**src/rtl/evt_rd_pkg.sv**
```systemverilog
package evt_rd_pkg;

  localparam int LANES       = 4;
  localparam int LANE_W      = 2;
  localparam int DESC_ROWS   = 3;
  localparam int TAIL_WORDS  = 2;

  typedef enum logic [1:0] {
    ST_IDLE = 2'd0,
    ST_HDR  = 2'd1,
    ST_DAT  = 2'd2,
    ST_FTR  = 2'd3
  } seq_st_e;

endpackage

```
**src/rtl/evt_rd_roi_max.sv**
```systemverilog
module evt_rd_roi_max
  import evt_rd_pkg::*;
#(
  parameter int NUM_GROUPS = 9,
  parameter int ROI_W      = 11
) (
  input  logic [NUM_GROUPS*LANES*ROI_W-1:0] roi_flat_i,
  output logic [ROI_W-1:0]                  roi_arr_o [NUM_GROUPS][LANES],
  output logic [ROI_W-1:0]                  roi_max_o [NUM_GROUPS]
);

  for (genvar g = 0; g < NUM_GROUPS; g++) begin : g_grp
    logic [ROI_W-1:0] mx;

    for (genvar l = 0; l < LANES; l++) begin : g_lane
      assign roi_arr_o[g][l] = roi_flat_i[(g*LANES+l)*ROI_W +: ROI_W];
    end

    always_comb begin
      mx = roi_flat_i[(g*LANES)*ROI_W +: ROI_W];
      for (int l = 1; l < LANES; l++) begin
        if (roi_flat_i[(g*LANES+l)*ROI_W +: ROI_W] > mx) begin
          mx = roi_flat_i[(g*LANES+l)*ROI_W +: ROI_W];
        end
      end
    end

    assign roi_max_o[g] = mx;
  end

endmodule

```
**src/rtl/evt_rd_hdr_skip.sv**
```systemverilog
module evt_rd_hdr_skip #(
  parameter int               HDR_ROWS = 7,
  parameter logic [HDR_ROWS*4-1:0] LANE_MASK = '1,
  localparam int              HW    = HDR_ROWS * 4,
  localparam int              IDX_W = (HW > 1) ? $clog2(HW) : 1
) (
  input  logic [IDX_W-1:0] cur_idx_i,
  output logic [IDX_W-1:0] nxt_idx_o,
  output logic             nxt_vld_o,
  output logic [IDX_W-1:0] first_idx_o,
  output logic             first_vld_o
);

  always_comb begin
    nxt_vld_o = 1'b0;
    nxt_idx_o = '0;
    for (int i = HW - 1; i >= 0; i--) begin
      if (LANE_MASK[i] && (i > int'(cur_idx_i))) begin
        nxt_vld_o = 1'b1;
        nxt_idx_o = IDX_W'(i);
      end
    end
  end

  always_comb begin
    first_vld_o = 1'b0;
    first_idx_o = '0;
    for (int i = HW - 1; i >= 0; i--) begin
      if (LANE_MASK[i]) begin
        first_vld_o = 1'b1;
        first_idx_o = IDX_W'(i);
      end
    end
  end

endmodule

```
**src/rtl/evt_rd_lat_pipe.sv**
```systemverilog
module evt_rd_lat_pipe #(
  parameter int LAT = 1
) (
  input  logic clk,
  input  logic rst_n,
  input  logic d_i,
  output logic q_o
);

  if (LAT == 0) begin : g_thru
    assign q_o = d_i;
  end else if (LAT == 1) begin : g_one
    logic sh_q;
    always_ff @(posedge clk or negedge rst_n) begin
      if (!rst_n) sh_q <= 1'b0;
      else        sh_q <= d_i;
    end
    assign q_o = sh_q;
  end else begin : g_many
    logic [LAT-1:0] sh_q;
    always_ff @(posedge clk or negedge rst_n) begin
      if (!rst_n) sh_q <= '0;
      else        sh_q <= {sh_q[LAT-2:0], d_i};
    end
    assign q_o = sh_q[LAT-1];
  end

endmodule

```
**src/rtl/evt_rd_addr_seq.sv**
```systemverilog
module evt_rd_addr_seq
  import evt_rd_pkg::*;
#(
  parameter int NUM_GROUPS = 9,
  parameter int ROI_W      = 11,
  parameter int ADDR_W     = 14,
  parameter int HDR_ROWS   = 7,
  parameter logic [HDR_ROWS*4-1:0] HDR_LANE_MASK = 28'hFFF1777,
  parameter int RD_LAT     = 1
) (
  input  logic                              clk,
  input  logic                              rst_n,
  input  logic                              start_i,
  input  logic [ADDR_W-3:0]                 start_row_i,
  input  logic [NUM_GROUPS*LANES*ROI_W-1:0] roi_i,
  input  logic                              fifo_ready_i,
  output logic [ADDR_W-1:0]                 rd_addr_o,
  output logic                              rd_en_o,
  output logic                              fifo_wr_o
);

  localparam int ROW_W  = ADDR_W - 2;
  localparam int CNT_W  = ROI_W + 1;
  localparam int GRP_W  = (NUM_GROUPS > 1) ? $clog2(NUM_GROUPS) : 1;
  localparam int HW     = HDR_ROWS * 4;
  localparam int HIDX_W = (HW > 1) ? $clog2(HW) : 1;

  // reset: asynchronous assert, synchronous release
  logic [1:0] rst_sync_q;
  logic       rst_sync_n;

  always_ff @(posedge clk or negedge rst_n) begin
    if (!rst_n) rst_sync_q <= 2'b00;
    else        rst_sync_q <= {rst_sync_q[0], 1'b1};
  end
  assign rst_sync_n = rst_sync_q[1];

  // state
  seq_st_e            st_q,    st_d;
  logic [ROW_W-1:0]   start_q, start_d;
  logic [ROW_W-1:0]   base_q,  base_d;
  logic [HIDX_W-1:0]  hidx_q,  hidx_d;
  logic [GRP_W-1:0]   grp_q,   grp_d;
  logic [LANE_W-1:0]  lane_q,  lane_d;
  logic [CNT_W-1:0]   row_q,   row_d;
  logic [LANE_W-1:0]  tail_q,  tail_d;

  // ROI decode
  logic [ROI_W-1:0] roi_arr [NUM_GROUPS][LANES];
  logic [ROI_W-1:0] roi_max [NUM_GROUPS];

  evt_rd_roi_max #(
    .NUM_GROUPS (NUM_GROUPS),
    .ROI_W      (ROI_W)
  ) u_roi_max (
    .roi_flat_i (roi_i),
    .roi_arr_o  (roi_arr),
    .roi_max_o  (roi_max)
  );

  // header lane search
  logic [HIDX_W-1:0] hnxt_idx, hfirst_idx;
  logic              hnxt_vld, hfirst_vld;

  evt_rd_hdr_skip #(
    .HDR_ROWS  (HDR_ROWS),
    .LANE_MASK (HDR_LANE_MASK)
  ) u_hdr_skip (
    .cur_idx_i   (hidx_q),
    .nxt_idx_o   (hnxt_idx),
    .nxt_vld_o   (hnxt_vld),
    .first_idx_o (hfirst_idx),
    .first_vld_o (hfirst_vld)
  );

  // step conditions
  logic [ROI_W-1:0] lane_roi;
  logic [ROI_W-1:0] grp_span;
  logic             active;
  logic             adv;
  logic             lane_last;
  logic             grp_last;
  logic             tail_last;
  logic [ROW_W-1:0] next_base;
  logic [ROW_W-1:0] dat_row;

  assign lane_roi  = roi_arr[grp_q][lane_q];
  assign grp_span  = roi_max[grp_q];
  assign active    = (st_q != ST_IDLE);
  assign adv       = active && fifo_ready_i;
  assign lane_last = (row_q == (CNT_W'(lane_roi) + CNT_W'(DESC_ROWS - 1)));
  assign grp_last  = (grp_q == GRP_W'(NUM_GROUPS - 1));
  assign tail_last = (tail_q == LANE_W'(TAIL_WORDS - 1));
  assign next_base = base_q + ROW_W'(grp_span) + ROW_W'(DESC_ROWS);
  assign dat_row   = base_q + ROW_W'(row_q);

  // address composer
  always_comb begin
    unique case (st_q)
      ST_HDR:  rd_addr_o = {start_q, 2'b00} + ADDR_W'(hidx_q);
      ST_DAT:  rd_addr_o = {dat_row, lane_q};
      ST_FTR:  rd_addr_o = {base_q, tail_q};
      default: rd_addr_o = '0;
    endcase
  end

  assign rd_en_o = adv;

  // next-state
  always_comb begin
    st_d    = st_q;
    start_d = start_q;
    base_d  = base_q;
    hidx_d  = hidx_q;
    grp_d   = grp_q;
    lane_d  = lane_q;
    row_d   = row_q;
    tail_d  = tail_q;

    unique case (st_q)
      ST_IDLE: begin
        if (start_i) begin
          start_d = start_row_i;
          base_d  = start_row_i + ROW_W'(HDR_ROWS);
          hidx_d  = hfirst_idx;
          grp_d   = '0;
          lane_d  = '0;
          row_d   = '0;
          tail_d  = '0;
          st_d    = hfirst_vld ? ST_HDR : ST_DAT;
        end
      end
      ST_HDR: begin
        if (adv) begin
          if (hnxt_vld) hidx_d = hnxt_idx;
          else          st_d   = ST_DAT;
        end
      end
      ST_DAT: begin
        if (adv) begin
          if (!lane_last) begin
            row_d = row_q + CNT_W'(1);
          end else begin
            row_d = '0;
            if (lane_q != LANE_W'(LANES - 1)) begin
              lane_d = lane_q + LANE_W'(1);
            end else begin
              lane_d = '0;
              base_d = next_base;
              if (grp_last) begin
                st_d   = ST_FTR;
                tail_d = '0;
              end else begin
                grp_d = grp_q + GRP_W'(1);
              end
            end
          end
        end
      end
      ST_FTR: begin
        if (adv) begin
          if (tail_last) st_d   = ST_IDLE;
          else           tail_d = tail_q + LANE_W'(1);
        end
      end
      default: st_d = ST_IDLE;
    endcase
  end

  // registers
  always_ff @(posedge clk or negedge rst_sync_n) begin
    if (!rst_sync_n) begin
      st_q    <= ST_IDLE;
      start_q <= '0;
      base_q  <= '0;
      hidx_q  <= '0;
      grp_q   <= '0;
      lane_q  <= '0;
      row_q   <= '0;
      tail_q  <= '0;
    end else begin
      st_q    <= st_d;
      start_q <= start_d;
      base_q  <= base_d;
      hidx_q  <= hidx_d;
      grp_q   <= grp_d;
      lane_q  <= lane_d;
      row_q   <= row_d;
      tail_q  <= tail_d;
    end
  end

  // read latency
  evt_rd_lat_pipe #(
    .LAT (RD_LAT)
  ) u_lat (
    .clk   (clk),
    .rst_n (rst_sync_n),
    .d_i   (rd_en_o),
    .q_o   (fifo_wr_o)
  );


  stall_hold_chk: assert property (@(posedge clk) disable iff (!rst_sync_n)
    (active && !fifo_ready_i) |=> $stable(rd_addr_o));


  col_stride_chk: assert property (@(posedge clk) disable iff (!rst_sync_n)
    (rd_en_o && st_q == ST_DAT && !lane_last) |=> (rd_addr_o == $past(rd_addr_o) + ADDR_W'(4)));


  lane_step_chk: assert property (@(posedge clk) disable iff (!rst_sync_n)
    (rd_en_o && st_q == ST_DAT && lane_last && lane_q != LANE_W'(LANES - 1))
    |=> (rd_addr_o[1:0] == $past(rd_addr_o[1:0]) + 2'd1));


  tail_order_chk: assert property (@(posedge clk) disable iff (!rst_sync_n)
    (rd_en_o && st_q == ST_FTR && !tail_last) |=> (rd_addr_o == $past(rd_addr_o) + ADDR_W'(1)));


  end_quiet_chk: assert property (@(posedge clk) disable iff (!rst_sync_n)
    (rd_en_o && st_q == ST_FTR && tail_last) |=> !rd_en_o);


  hdr_rise_chk: assert property (@(posedge clk) disable iff (!rst_sync_n)
    (rd_en_o && st_q == ST_HDR && hnxt_vld) |=> (st_q == ST_HDR && rd_addr_o != $past(rd_addr_o)));

  if (RD_LAT == 1) begin : g_lat_chk

    wr_follow_chk: assert property (@(posedge clk) disable iff (!rst_sync_n)
      rd_en_o |=> fifo_wr_o);

    wr_quiet_chk: assert property (@(posedge clk) disable iff (!rst_sync_n)
      !rd_en_o |=> !fifo_wr_o);
  end

endmodule

```
**config.mk**
```make
export PLATFORM = sky130hd
export DESIGN_NAME = evt_rd_addr_seq
export DESIGN_NICKNAME = d
export VERILOG_FILES = /design/src/rtl/evt_rd_pkg.sv /design/src/rtl/evt_rd_roi_max.sv /design/src/rtl/evt_rd_hdr_skip.sv /design/src/rtl/evt_rd_lat_pipe.sv /design/src/rtl/evt_rd_addr_seq.sv
export SDC_FILE = /design/constraint.sdc
export NUM_CORES = 1
export LEC_CHECK = 0
export BUFFER_PORTS_ARGS = -buffer_cell sky130_fd_sc_hd__buf_4
export CAP_MARGIN = 10
export CORE_UTILIZATION = 30
export DETAILED_ROUTE_END_ITERATION = 8
export PLACE_DENSITY = 0.58
export SKIP_CTS_REPAIR_TIMING = 1
export SLEW_MARGIN = 20
export SYNTH_ARGS = -nofsm -noshare
export SYNTH_HDL_FRONTEND = slang
export SYNTH_SLANG_ARGS = --single-unit
```
**constraint.sdc**
```tcl
create_clock -name clk -period 3.2 [get_ports clk]
set_input_delay 0.96 -clock clk [delete_from_list [all_inputs] [get_ports clk]]
set_output_delay 0.96 -clock clk [all_outputs]
set_load 0.01 [all_outputs]
```
==> metrics.txt <==
Synth Flop Type dfrtp_1; die area 65600 µm²; number of flops mapped to enable cells by yosys 0; row count 92; Worst Skew 7.00 ps; met3 Use GR under 10%; layout cell share with drive strength beyond 1 about half; average size of a mapped cell 8.21 µm²; Yosys cell types 99; via-per-instance ratio 5.71; P_leak 16.7 nW; endpoint class of the critical path flop; worst setup margin -6370 ps; input/output buffers 427; Max Freq ~100 MHz; clk slew on worst S/H paths 80 ps; FF-to-FF End base_q[11]; Layout area overhead 69.7%; met2 Resource Use GR 64.0%; drt total wl between 100000 and 150000 µm; period utilization 299%; max-cap viol count 0; first-pass GRT wire length roughly 180000 µm; synthesized area 19400 µm²; post-synthesis sequential area ratio 6.97%; crit path kind input port to flop; Worst EP arrival 9770 ps; height of the die 256 µm; total CTS buffers 5; Slew @ Worst Pin 756 ps; Critical path buffers and inverters 5; # DRC 0; RSZ-0062 raised after global routing yes; status finished with violations; failing checks negative setup slack; slowest cell delay on critical path 330 ps; endpoints failing setup 43; Yosys top cell area share 22.2%; Die Span X 256 µm; nets 4523; worst-path fanout max 4; Syn Inst Count around 2400; area leader, netlist ha_1; slowest CP cell o32ai_1; Final ANT Viol Nets 0; total track usage 37.9%; top cells by area, synth ha_1 (22%), mux4_2 (7.9%), mux2i_1 (7.6%), dfrtp_1 (7.0%), a21o_1 (4.4%); yosys warns 0; Critical Path Start Type input port; drt wl/cell 28.2 µm; Detailed Place HPWL 116000 µm; Top Usage Layer GRT met2; Vias approximately 26000; final worst path period need between 9000 and 10000 ps; antenna violations before repair 11; post-synthesis sequential element count 54; delay-heaviest family, CP compound AO/OA/AOI/OAI gates; Clock Sink Count 54; TritonRoute pass-1 iters 8; Net Count, Synth around 3100; Max VDD drop about 460 µV; flop2flop setup slack -1750 ps; largest net degree at the start of global routing 43; clock root buffer clkbuf_16; maximum clock insertion buffer count 2; Setup TNS Final -101980 ps; Cell Pwr Density ~540 nW/µm²; CTS tree done; Async SR Flop Fraction 100%; final hold vios 0; data required time of the critical path 3400 ps; DRT iter0 DRCs roughly 2500; total congestion overflow 0; I/O Pins 428; starting density of the core between 30% and 40%; GR Util met1 45.8%; pre-CTS setup slack -7160 ps; H-Tree Depth 2; Core Area roughly 63000 µm²; worst r2r path cells 26; relative max-transition margin 49.6%; Clk Latency, worst-skew pair 310 ps; R2R Path Start grp_q[1]; vias in the first global route 26700; Slew Viols, Final 0; HP Class flop to async pin; top-count cell post-synth ha_1; Post-synth top cells ha_1 (344), inv_1 (194), a21oi_1 (148), mux2i_1 (148), nor2_1 (131); RD Place Congestion 1.06
==> how the worst max path moves through the flow <==
stage | startpoint | endpoint | slack, ps | cells after the start
finish | roi_i[90] | base_q[11] | -6370 | 49
floorplan | roi_i[367] | base_q[11] | -6050 | 51
global placement | roi_i[309] | base_q[11] | -7010 | 52
detailed placement | roi_i[309] | base_q[11] | -7160 | 52
global route | roi_i[178] | base_q[11] | -6780 | 52
CTS | roi_i[309] | base_q[11] | -6890 | 52
==> registers in the layout, summed over array words and instances, names as in the netlist <==
signal,flops
u_lat.q_o,1
rst_sync_q,2
row_q,12
hidx_q,5
start_q,12
grp_q,4
base_q,12
st_q,2
lane_q,2
tail_q,2
==> metrics by stage <==
| step | instances | hold WS [ps] | utilization (%) | total power [mW] | instance area (µm²) |
|---|---|---|---|---|---|
| 2_1_floorplan | 2361 | 331 | - | 8.56 | 19900 |
| 4_1_cts | 4561 | 365 | 49.7 | 16.4 | 31500 |
| 3_3_place_gp | 4553 | 338 | 49.4 | 15.4 | 31300 |
| 6_report | 4617 | 141 | 51.9 | 17.8 | 32900 |
| 3_5_place_dp | 4553 | 347 | 49.4 | 15.7 | 31300 |
| 5_1_grt | 4616 | 169 | 51.9 | 18.9 | 32900 |
==> worst register-to-register path: cells and delay by family (launching register included) <==
family,cells,cell delay (ps)
AO/OA/AOI/OAI,15,2430
adder cells (fa/ha/maj),3,720
buffers and inverters,5,660
flip-flops,1,480
AND/OR/NAND/NOR,3,550
==> layout by cell type, fill, tap and decap left out, types with 13 or more instances in the layout <==
cell type / instances
mux2_2: 44
a21oi_1: 118
and3_1: 25
nor2b_1: 38
mux2i_1: 127
o22ai_1: 34
ha_4: 15
xnor2_1: 24
a211o_1: 13
nand2b_1: 15
mux4_2: 68
nand2_1: 117
dfrtp_1: 47
o21a_1: 78
ha_1: 325
o211ai_1: 30
o21ai_2: 15
a21o_1: 112
buf_4: 1451
o2111ai_1: 14
nor2_1: 124
o21bai_1: 13
a211oi_1: 14
o21ai_0: 63
o21ai_1: 27
buf_6: 41
xor2_1: 17
inv_1: 189
nand4_1: 65
nand3_1: 55
a21oi_2: 27
nor3_1: 36
==> logic make-up (layout without fill, tap and decap cells) <==
family | Yosys count | in the layout | share of synthesized area (%)
AO/OA/AOI/OAI | 750 | 750 | 27.3
XOR/XNOR | 48 | 48 | 2.24
adder cells (fa/ha/maj) | 347 | 347 | 22.5
buffers and inverters | 314 | 1718 | 6.98
flip-flops | 54 | 54 | 6.97
multiplexers | 272 | 272 | 18.9
other | 1 | 7 | 0.0193
AND/OR/NAND/NOR | 575 | 575 | 15.2
==> layout make-up <==
cell class / instances / area, µm²
Fill cell: 6095 / 30500
Multi-Input combinational cell: 1993 / 17800
Timing Repair Buffer: 1513 / 11700
Sequential cell: 54 / 1370
Tap cell: 846 / 1060
Inverter: 197 / 757
Clock buffer: 5 / 125
Clock inverter: 3 / 47.5
Antenna cell: 6 / 15.0
==> metal layers <==
metal  up-vias  wire (µm)
met1     12800      51800
met4         6       8920
met2      1256      60700
met3       351       8700
li1      11900          -
met5         -         44
==> power breakdown <==
| group | switching [mW] | internal [mW] | leakage (nW) |
|---|---|---|---|
| registers | 0.298 | 0.926 | 0.674 |
| logic | 8.13 | 7.83 | 15.9 |
| clock network | 0.291 | 0.375 | 0.0844 |
| total | 8.71 | 9.13 | 16.7 |
No activity file was read; power rests on OpenSTA's default activity.
